[config.mk]
export PLATFORM = sky130hd
export DESIGN_NAME = tlbx
export DESIGN_NICKNAME = d
export VERILOG_FILES = /design/src/rtl/tlbx_pkg.sv /design/src/rtl/tlbx_match.sv /design/src/rtl/tlbx_prio.sv /design/src/rtl/tlbx.sv
export SDC_FILE = /design/constraint.sdc
export NUM_CORES = 2
export LEC_CHECK = 0
export BUFFER_PORTS_ARGS = -buffer_cell sky130_fd_sc_hd__buf_4
export CAP_MARGIN = 0
export CORE_ASPECT_RATIO = 1.2
export CORE_MARGIN = 2
export CORE_UTILIZATION = 61
export DETAILED_ROUTE_END_ITERATION = 12
export PLACE_DENSITY = 0.91
export SYNTH_ARGS = -nofsm -noshare
export SYNTH_HDL_FRONTEND = slang
export SYNTH_SLANG_ARGS = --single-unit
[constraint.sdc]
create_clock -name clk -period 4.5 [get_ports clk]
set_input_delay 0 -clock clk [delete_from_list [all_inputs] [get_ports clk]]
set_output_delay 0 -clock clk [all_outputs]
set_load 0.01 [all_outputs]
[src/rtl/tlbx_pkg.sv]
package tlbx_pkg;
    localparam int VA_W       = 32;
    localparam int PAGE_SHIFT = 12;
    localparam int PN_W       = VA_W - PAGE_SHIFT;
    localparam int VPN2_W     = PN_W - 1;
    localparam int PFN_W      = 20;
    localparam int ASID_W     = 8;
    localparam int CATTR_W    = 3;
    localparam int HALF_W     = PFN_W + CATTR_W + 3;
    localparam int GAP_W      = VA_W - VPN2_W - ASID_W;

    localparam logic [VA_W-1:0] UNCACHED_SEG = 32'hA000_0000;

    typedef struct packed {
        logic [PFN_W-1:0]   pfn;
        logic [CATTR_W-1:0] cattr;
        logic               dirty;
        logic               valid;
    } half_t;

    typedef struct packed {
        logic [VPN2_W-1:0] mask;
        logic [VPN2_W-1:0] vpn2;
        logic [ASID_W-1:0] asid;
        logic              global_f;
        half_t             even;
        half_t             odd;
    } entry_t;
endpackage

[src/rtl/tlbx_match.sv]
module tlbx_match
    import tlbx_pkg::*;
(
    input  entry_t            ent,
    input  logic [PN_W-1:0]   pn,
    input  logic [ASID_W-1:0] asid,
    output logic              match,
    output logic              odd_sel
);
    logic            live;
    logic            tag_ok;
    logic            asid_ok;
    logic [PN_W-1:0] mask_x;
    logic [PN_W-1:0] sel_onehot;

    always_comb begin
        live       = ent.even.valid | ent.odd.valid;
        tag_ok     = ((pn[PN_W-1:1] ^ ent.vpn2) & ~ent.mask) == '0;
        asid_ok    = ent.global_f | (asid == ent.asid);
        match      = live & tag_ok & asid_ok;
        // lowest zero bit of the mask marks the even/odd selector position
        mask_x     = {1'b0, ent.mask};
        sel_onehot = ~mask_x & (mask_x + 1'b1);
        odd_sel    = |(pn & sel_onehot);
    end
endmodule

[src/rtl/tlbx_prio.sv]
module tlbx_prio #(
    parameter int N     = 8,
    parameter int IDX_W = 3
) (
    input  logic [N-1:0]     req,
    output logic             found,
    output logic [IDX_W-1:0] idx
);
    always_comb begin
        found = 1'b0;
        idx   = '0;
        for (int i = N - 1; i >= 0; i--) begin
            if (req[i]) begin
                found = 1'b1;
                idx   = IDX_W'(i);
            end
        end
    end
endmodule

[src/rtl/tlbx.sv]
module tlbx
    import tlbx_pkg::*;
#(
    parameter int ENTRIES = 8,
    localparam int IDX_W  = $clog2(ENTRIES)
) (
    input  logic                clk,
    input  logic                rst_n,
    input  logic                lk_req,
    input  logic [VA_W-1:0]     lk_vaddr,
    input  logic [ASID_W-1:0]   lk_asid,
    output logic                lk_done,
    output logic                lk_hit,
    output logic                lk_invalid,
    output logic [IDX_W:0]      lk_index,
    output logic [PFN_W-1:0]    lk_pfn,
    output logic [CATTR_W-1:0]  lk_cattr,
    output logic                lk_dirty,
    output logic                lk_uncached,
    input  logic                wr_en,
    input  logic [IDX_W:0]      wr_index,
    input  logic [VPN2_W-1:0]   wr_mask,
    input  logic [VPN2_W-1:0]   wr_vpn2,
    input  logic [ASID_W-1:0]   wr_asid,
    input  logic                wr_global,
    input  logic [HALF_W-1:0]   wr_even_word,
    input  logic [HALF_W-1:0]   wr_odd_word,
    input  logic                flush,
    input  logic                fill_adv,
    output logic [IDX_W-1:0]    fill_idx,
    input  logic [IDX_W-1:0]    rd_index,
    output logic [VPN2_W-1:0]   rd_mask,
    output logic [VA_W-1:0]     rd_vpn_word,
    output logic [HALF_W-1:0]   rd_even_word,
    output logic [HALF_W-1:0]   rd_odd_word
);
    localparam logic [IDX_W:0]   ENT_CNT  = (IDX_W+1)'(ENTRIES);
    localparam logic [IDX_W-1:0] LAST_IDX = IDX_W'(ENTRIES - 1);

    typedef struct packed {
        entry_t [ENTRIES-1:0] tab;
        logic [IDX_W-1:0]     fill;
        logic                 done;
        logic                 hit;
        logic                 inval;
        logic [IDX_W:0]       idx;
        half_t                sel;
        logic                 unc;
    } state_t;

    state_t s_d, s_q;

    logic [ENTRIES-1:0] match_vec;
    logic [ENTRIES-1:0] odd_vec;
    logic               found;
    logic [IDX_W-1:0]   win;

    for (genvar g = 0; g < ENTRIES; g++) begin : g_cmp
        tlbx_match u_match (
            .ent     (s_q.tab[g]),
            .pn      (lk_vaddr[VA_W-1:PAGE_SHIFT]),
            .asid    (lk_asid),
            .match   (match_vec[g]),
            .odd_sel (odd_vec[g])
        );
    end

    tlbx_prio #(.N(ENTRIES), .IDX_W(IDX_W)) u_prio (
        .req   (match_vec),
        .found (found),
        .idx   (win)
    );

    always_comb begin
        half_t  pick;
        entry_t nw;
        s_d      = s_q;
        s_d.done = lk_req;
        pick     = '0;
        if (lk_req) begin
            s_d.hit   = 1'b0;
            s_d.inval = 1'b0;
            s_d.idx   = '1;
            s_d.sel   = '0;
            s_d.unc   = (lk_vaddr & UNCACHED_SEG) == UNCACHED_SEG;
            if (found) begin
                pick    = odd_vec[win] ? s_q.tab[win].odd : s_q.tab[win].even;
                s_d.idx = {1'b0, win};
                if (pick.valid) begin
                    s_d.hit = 1'b1;
                    s_d.sel = pick;
                end else begin
                    s_d.inval = 1'b1;
                end
            end
        end
        nw.mask     = wr_mask;
        nw.vpn2     = wr_vpn2;
        nw.asid     = wr_asid;
        nw.global_f = wr_global;
        nw.even     = half_t'(wr_even_word[HALF_W-1:1]);
        nw.odd      = half_t'(wr_odd_word[HALF_W-1:1]);
        if (wr_en && (wr_index < ENT_CNT)) begin
            s_d.tab[wr_index[IDX_W-1:0]] = nw;
        end
        if (fill_adv) begin
            s_d.fill = (s_q.fill == LAST_IDX) ? '0 : s_q.fill + 1'b1;
        end
        if (flush) begin
            s_d.tab  = '0;
            s_d.fill = '0;
        end
    end

    always_ff @(posedge clk) begin
        if (!rst_n) begin
            s_q <= '0;
        end else begin
            s_q <= s_d;
        end
    end

    entry_t rd_ent;

    always_comb begin
        rd_ent       = s_q.tab[rd_index];
        rd_mask      = rd_ent.mask;
        rd_vpn_word  = {rd_ent.vpn2, {GAP_W{1'b0}}, rd_ent.asid};
        rd_even_word = {rd_ent.even, rd_ent.global_f};
        rd_odd_word  = {rd_ent.odd, rd_ent.global_f};
    end

    assign lk_done     = s_q.done;
    assign lk_hit      = s_q.hit;
    assign lk_invalid  = s_q.inval;
    assign lk_index    = s_q.idx;
    assign lk_pfn      = s_q.sel.pfn;
    assign lk_cattr    = s_q.sel.cattr;
    assign lk_dirty    = s_q.sel.dirty;
    assign lk_uncached = s_q.unc;
    assign fill_idx    = s_q.fill;
endmodule

# == Word level (Yosys, flattened, before mapping) ==
# Cells that the tools add are included.
# totals
reg_bits,811
# op_classes
mux,31
reduce_logical,19
addsub,9
magnitude_cmp,5
n_bitwise,81
n_eq_ne,10
# ops
op,count
bitwise mux 776 bit,1
binary-select mux 97 bit (select 3 bit),2
bitwise AND 20 bit,16
demux 97 bit (select 3 bit),1
two-way mux 97 bit,2
adder 19 x 1 -> 20 bit (second input constant),8
NOT 19 -> 20 bit,8
OR reduction 20 bit,8
bitwise AND 19 bit,8
logical NOT 19 bit,8
NOT 19 bit,8
XOR 19 bit,8
equality test 8 bit,8
two-way mux 25 bit,2
two-way mux 50 bit,1
two-way mux 31 bit,1
two-way mux 3 bit,9
bitwise AND 1 bit,16
OR 1 bit,16
less-than comparator 3 x 4 -> 1 bit (second input constant),3
two-way mux 1 bit,11
less-than comparator 4 bit (second input constant),1
adder 3 x 1 -> 3 bit (second input constant),1
binary-select mux 1 bit (select 3 bit),1
6 further kinds,7

# == Longest topological paths before layout ==
# logic_depth
depth_word,18
mapped_depth,18

# == Cells and area by module ==
# A second synthesis with hierarchy kept.
# hier_totals
hier_cells,4843
hier_area_um2,42238.0
# by_module_without_submodules
mod,seq_area_each_um2,cells_per_inst,area_each_um2,instances
tlbx,16235.6,4198,37533.5,1
tlbx_match,0.0,79,578.1,8
tlbx_prio,0.0,13,80.1,1

# == Worst setup path after synthesis ==
# OpenSTA, ideal clock, no wires.
# synth_timing
kind,reg2reg
from,register s_q[790] (netlist name)
to,register s_q (netlist bit lk_pfn[0])
required_ps,4431
slack_ps,1343
stages_incl_launch_ff,14
path_buffers,1
arrival_ps,3088
cell_sequence,dfxtp_1 -> xnor2_2 -> o22ai_1 -> or4_1 -> nor2_2 -> a21boi_1 -> a211oi_4 -> mux2_2 -> a21oi_1 -> a22oi_1 -> mux2i_2 -> nand4_4 -> buf_6 -> o21ai_1
# synth_between
elab_chain_cells,18
word_cells_on_any_way,28
cone_classes,23 x mux; 4 x bitwise; 1 x reduce/logical
# synth_lines
item,line_no,source
from (decl),tlbx.sv:51,"state_t s_d, s_q;"
from (signal assigned),tlbx.sv:117,s_q <= '0;
from (signal assigned),tlbx.sv:119,s_q <= s_d;
XOR 19 bit (*),tlbx_match.sv:18,tag_ok = ((pn[PN_W-1:1] ^ ent.vpn2) & ~ent.mask) == '0;
bitwise AND 19 bit (*),tlbx_match.sv:18,
logical NOT 19 bit (*),tlbx_match.sv:18,
bitwise AND 1 bit (*) (2 in series),tlbx_match.sv:20,match = live & tag_ok & asid_ok;
two-way mux 3 bit (8 in series),tlbx_prio.sv:13,if (req[i]) begin
binary-select mux 97 bit (select 3 bit) / binary-select mux 1 bit (select 3 bit) (equally long branches),tlbx.sv:87,pick = odd_vec[win] ? s_q.tab[win].odd : s_q.tab[win].even;
two-way mux 50 bit (not written as such) / two-way mux 1 bit (equally long branches),tlbx.sv:87,
two-way mux 25 bit,tlbx.sv:87,
two-way mux 25 bit,tlbx.sv:89,if (pick.valid) begin
two-way mux 31 bit (*),tlbx.sv:86,if (found) begin
# Mark *: on every way between the ends. The rest lies on a longest branch, timed or not. The select of a mux whose other input is x is not followed.
# A chain may end at the register's enable or synchronous reset.

# == Worst setup path in the final report ==
# layout_timing
from,register s_q[197] (netlist name)
to,register s_q (netlist bit lk_pfn[5])
# layout_between
elab_chain_cells,12
word_cells_on_any_way,16
cone_classes,11 x mux; 4 x bitwise; 1 x reduce/logical
# layout_lines
item,line_no
XOR 19 bit (*),tlbx_match.sv:18
bitwise AND 19 bit (*),tlbx_match.sv:18
logical NOT 19 bit (*),tlbx_match.sv:18
bitwise AND 1 bit (*) (2 in series),tlbx_match.sv:20
two-way mux 3 bit (2 in series),tlbx_prio.sv:13
binary-select mux 97 bit (select 3 bit) / binary-select mux 1 bit (select 3 bit) (equally long branches),tlbx.sv:87
two-way mux 50 bit (not written as such) / two-way mux 1 bit (equally long branches),tlbx.sv:87
two-way mux 25 bit,tlbx.sv:87
two-way mux 25 bit,tlbx.sv:89
two-way mux 31 bit (*),tlbx.sv:86
# Marks and branches as above.

==> impl_metrics.toml <==
[routing]
drc_errors = 0
drt_iter0_drc = 7405
via_per_inst = 6.950
wl_per_cell_um = 28.95
wirelength_mm = 180.9
drt.antenna.violating_nets = 0
vias = 43424
first_pass_iters = 13

[worst_setup_path]
crit_path_cell_trace = "xnor2_1 > o22ai_1 > nor4_1 > o2111ai_1 > nor2b_1 > inv_1 > nand2_4 > buf_12 > nand2_1 > a22oi_1 > mux2i_1 > mux2_2 > o21ai_2"
cp-start-kind = "register"
critPathKind = "register to register"
crit_path_end_kind = "register"
critPathMaxStageDelay_ps = 620
required_ps = 5100
reg2reg_depth = 13
cp.arrival_ps = 5050
cp_max_fo = 74
cpMaxStageDelayCell = "a22oi_1"

[final_layout]
syn2layout_area_growth_pct = 14.39
drive_above_1_share_pct = 16.95
final_cell_mix = "nand2_1 (1683), a21oi_1 (895), dfxtp_1 (811), buf_4 (367), xnor2_1 (206)"
final_core_util_pct = 70.24
num-fill-cells = 4911
ff_latch_area_um2 = 16240
mostFrequentLayoutCell = "nand2_1"
multi_input_area_um2 = 23930
nets = 5410

[die]
core_um2 = 69360
chipWidth_um = 245.2
pin_count = 290
dieArea_um2 = 71960
die-height_um = 293.5
rows = 106
initial_utilization_pct = 61.41

[clock_network]
cts_buffers = 82
insertion_delay_ps = 680
clkSlewWorstSetupHoldPaths_ps = 60
clk_path_buf_depth = 3
h-tree-depth = 3
cts_tree = "built"
post_cts_buffers = 0
clock_sinks = 811
cts-root-buf = "clkbuf_16"

[power_and_ir_drop]
powerDensity_nw_per_um2 = 324.5
leakagePower_nw = 16.69
ir_drop_uv = 375.9

[synthesis]
synth_seq_cells = 811
synth_edf_count = 0
ys_types = 69
syn_inst = 5180
synthTopCellsByArea = "dfxtp_1 (38%), nand2_1 (15%), a21oi_1 (11%)"
ys_seq_area_share_pct = 38.12
synth_area_leader_cell = "dfxtp_1"
syn_area_um2 = 42590
synth_top_area_share_pct = 38.12
async_flop_share_pct = 0
syn_avg_cell_area_um2 = 8.223
ys.flop_type = "dfxtp_1"
yosysWarnings = 0

[sta]
rsz0062_at_grt = "no"
max_slew_margin_pct = 4.425
fin_crit_ps = 4448
finalHoldViolations = 0
fin_skew_ps = 34.56
timing.final.crit_share_pct = 98.84
drv_slew = 0
worstMarginPinSlew_ps = 1426
tns_ps = 0
clock.fmax_mhz = 224.8
setup_viol = 0

[outcome]
status = "finished, final reports clean"

[worst_hold_path]
hold_path_class = "primary input to register"
worstHoldPathCells = 5

[grt]
grt_pass1_wl_mm = 266.1
grt_max_degree = 134
first_global_vias = 41661
antenna_found_initial = 13
grt_usage_pct = 49.16
grt-ovfl-total = 0

[place]
hpwl_mm = 110.4
place_congestion = 1.115
portBuffers = 270

[run]
drv_cap = 0
-- power by group --
group / switching [W] / internal [W] / total (W)
combinational: 0.000875 / 0.000455 / 0.00133
sequential: 0.0000406 / 0.00721 / 0.00725
clock: 0.00316 / 0.00407 / 0.00722
-- synth_stat cells, types with 55 or more instances --
cell / n
a21oi_1: 895
a22oi_1: 97
buf_4: 112
clkbuf_1: 307
dfxtp_1: 811
mux2_2: 124
mux2i_1: 172
mux4_2: 194
nand2_1: 1685
nor2_1: 55
o21ai_0: 55
o22ai_1: 82
xnor2_1: 207
-- cell type report --
type / instances / area share (%)
Clock inverter: 28 / 0.7884
Clock buffer: 117 / 4.895
Sequential cell: 811 / 33.32
Timing Repair Buffer: 509 / 9.312
Multi-Input combinational cell: 3835 / 49.13
Antenna cell: 13 / 0.06677
Inverter: 17 / 0.1310
Tap cell: 918 / 2.358
-- metrics by stage --
step           power, W  worst slack [ps]  instance area (um2)  hold WS, ps  std cells
6_report        0.01581             52.24                48720        108.4       6248
5_1_grt         0.01606             76.57                48710        111.2       6242
4_1_cts         0.01566             494.5                48680        69.51       6235
3_5_place_dp   0.008580             547.9                44860        295.4       5985
3_3_place_gp   0.008570             545.3                44860        280.7       5985
2_1_floorplan  0.008176              1343                42610        127.3       5184
-- cells by family (layout without fill, tap and decap cells) --
kind of cell | Yosys count | count (layout) | synth area share (%)
simple gates | 1895 | 1895 | 17.75
compound gates | 1226 | 1226 | 16.02
flops | 811 | 811 | 38.12
buf+inv | 538 | 671 | 5.972
mux | 491 | 491 | 17.61
xor+xnor | 216 | 216 | 4.459
fa+ha+maj | 2 | 2 | 0.05874
other cells | 1 | 18 | 0.008804
-- registers in the layout, summed over array words and instances (netlist names) --
name	flops
lk_done	1
lk_invalid	1
fill_idx	3
lk_pfn	20
lk_cattr	3
lk_index	4
s_q	776
lk_uncached	1
lk_dirty	1
lk_hit	1
-- critical path, delay by kind of cell, from the launching register on --
kind | cells | cell delay [ps]
muxes | 2 | 610
xor gates and xnor gates | 1 | 200
buffers and inverters | 2 | 560
and+or+nand+nor | 4 | 1260
AOI/OAI and AO/OA | 4 | 1360
DFF | 1 | 330
-- path summary, 6_finish.rpt --
check	start	to	slack (ps)
max	s_q[197]	lk_pfn[5]	50
min	wr_index[3]	s_q[174]	110
max reg2reg	s_q[197]	lk_pfn[5]	50
min reg2reg	lk_invalid	lk_invalid	460
-- timing repair --
item / 4_1_cts / 5_1_grt
resized for setup: 0 / 1
setup endpoints to repair: 0 / 3
hold endpoints to repair: 810 / 0
hold buffers: 105 / 0
-- layer usage --
metal  track usage (%)  wire, um  part of all wire, %
met5            0.4788        78                0.043
met1             56.78     56580                   31
met3             15.48     26800                   15
met4             41.85     20060                   11
met2             73.98     77330                   43
Note: power is estimated with default switching activity, not from simulation.
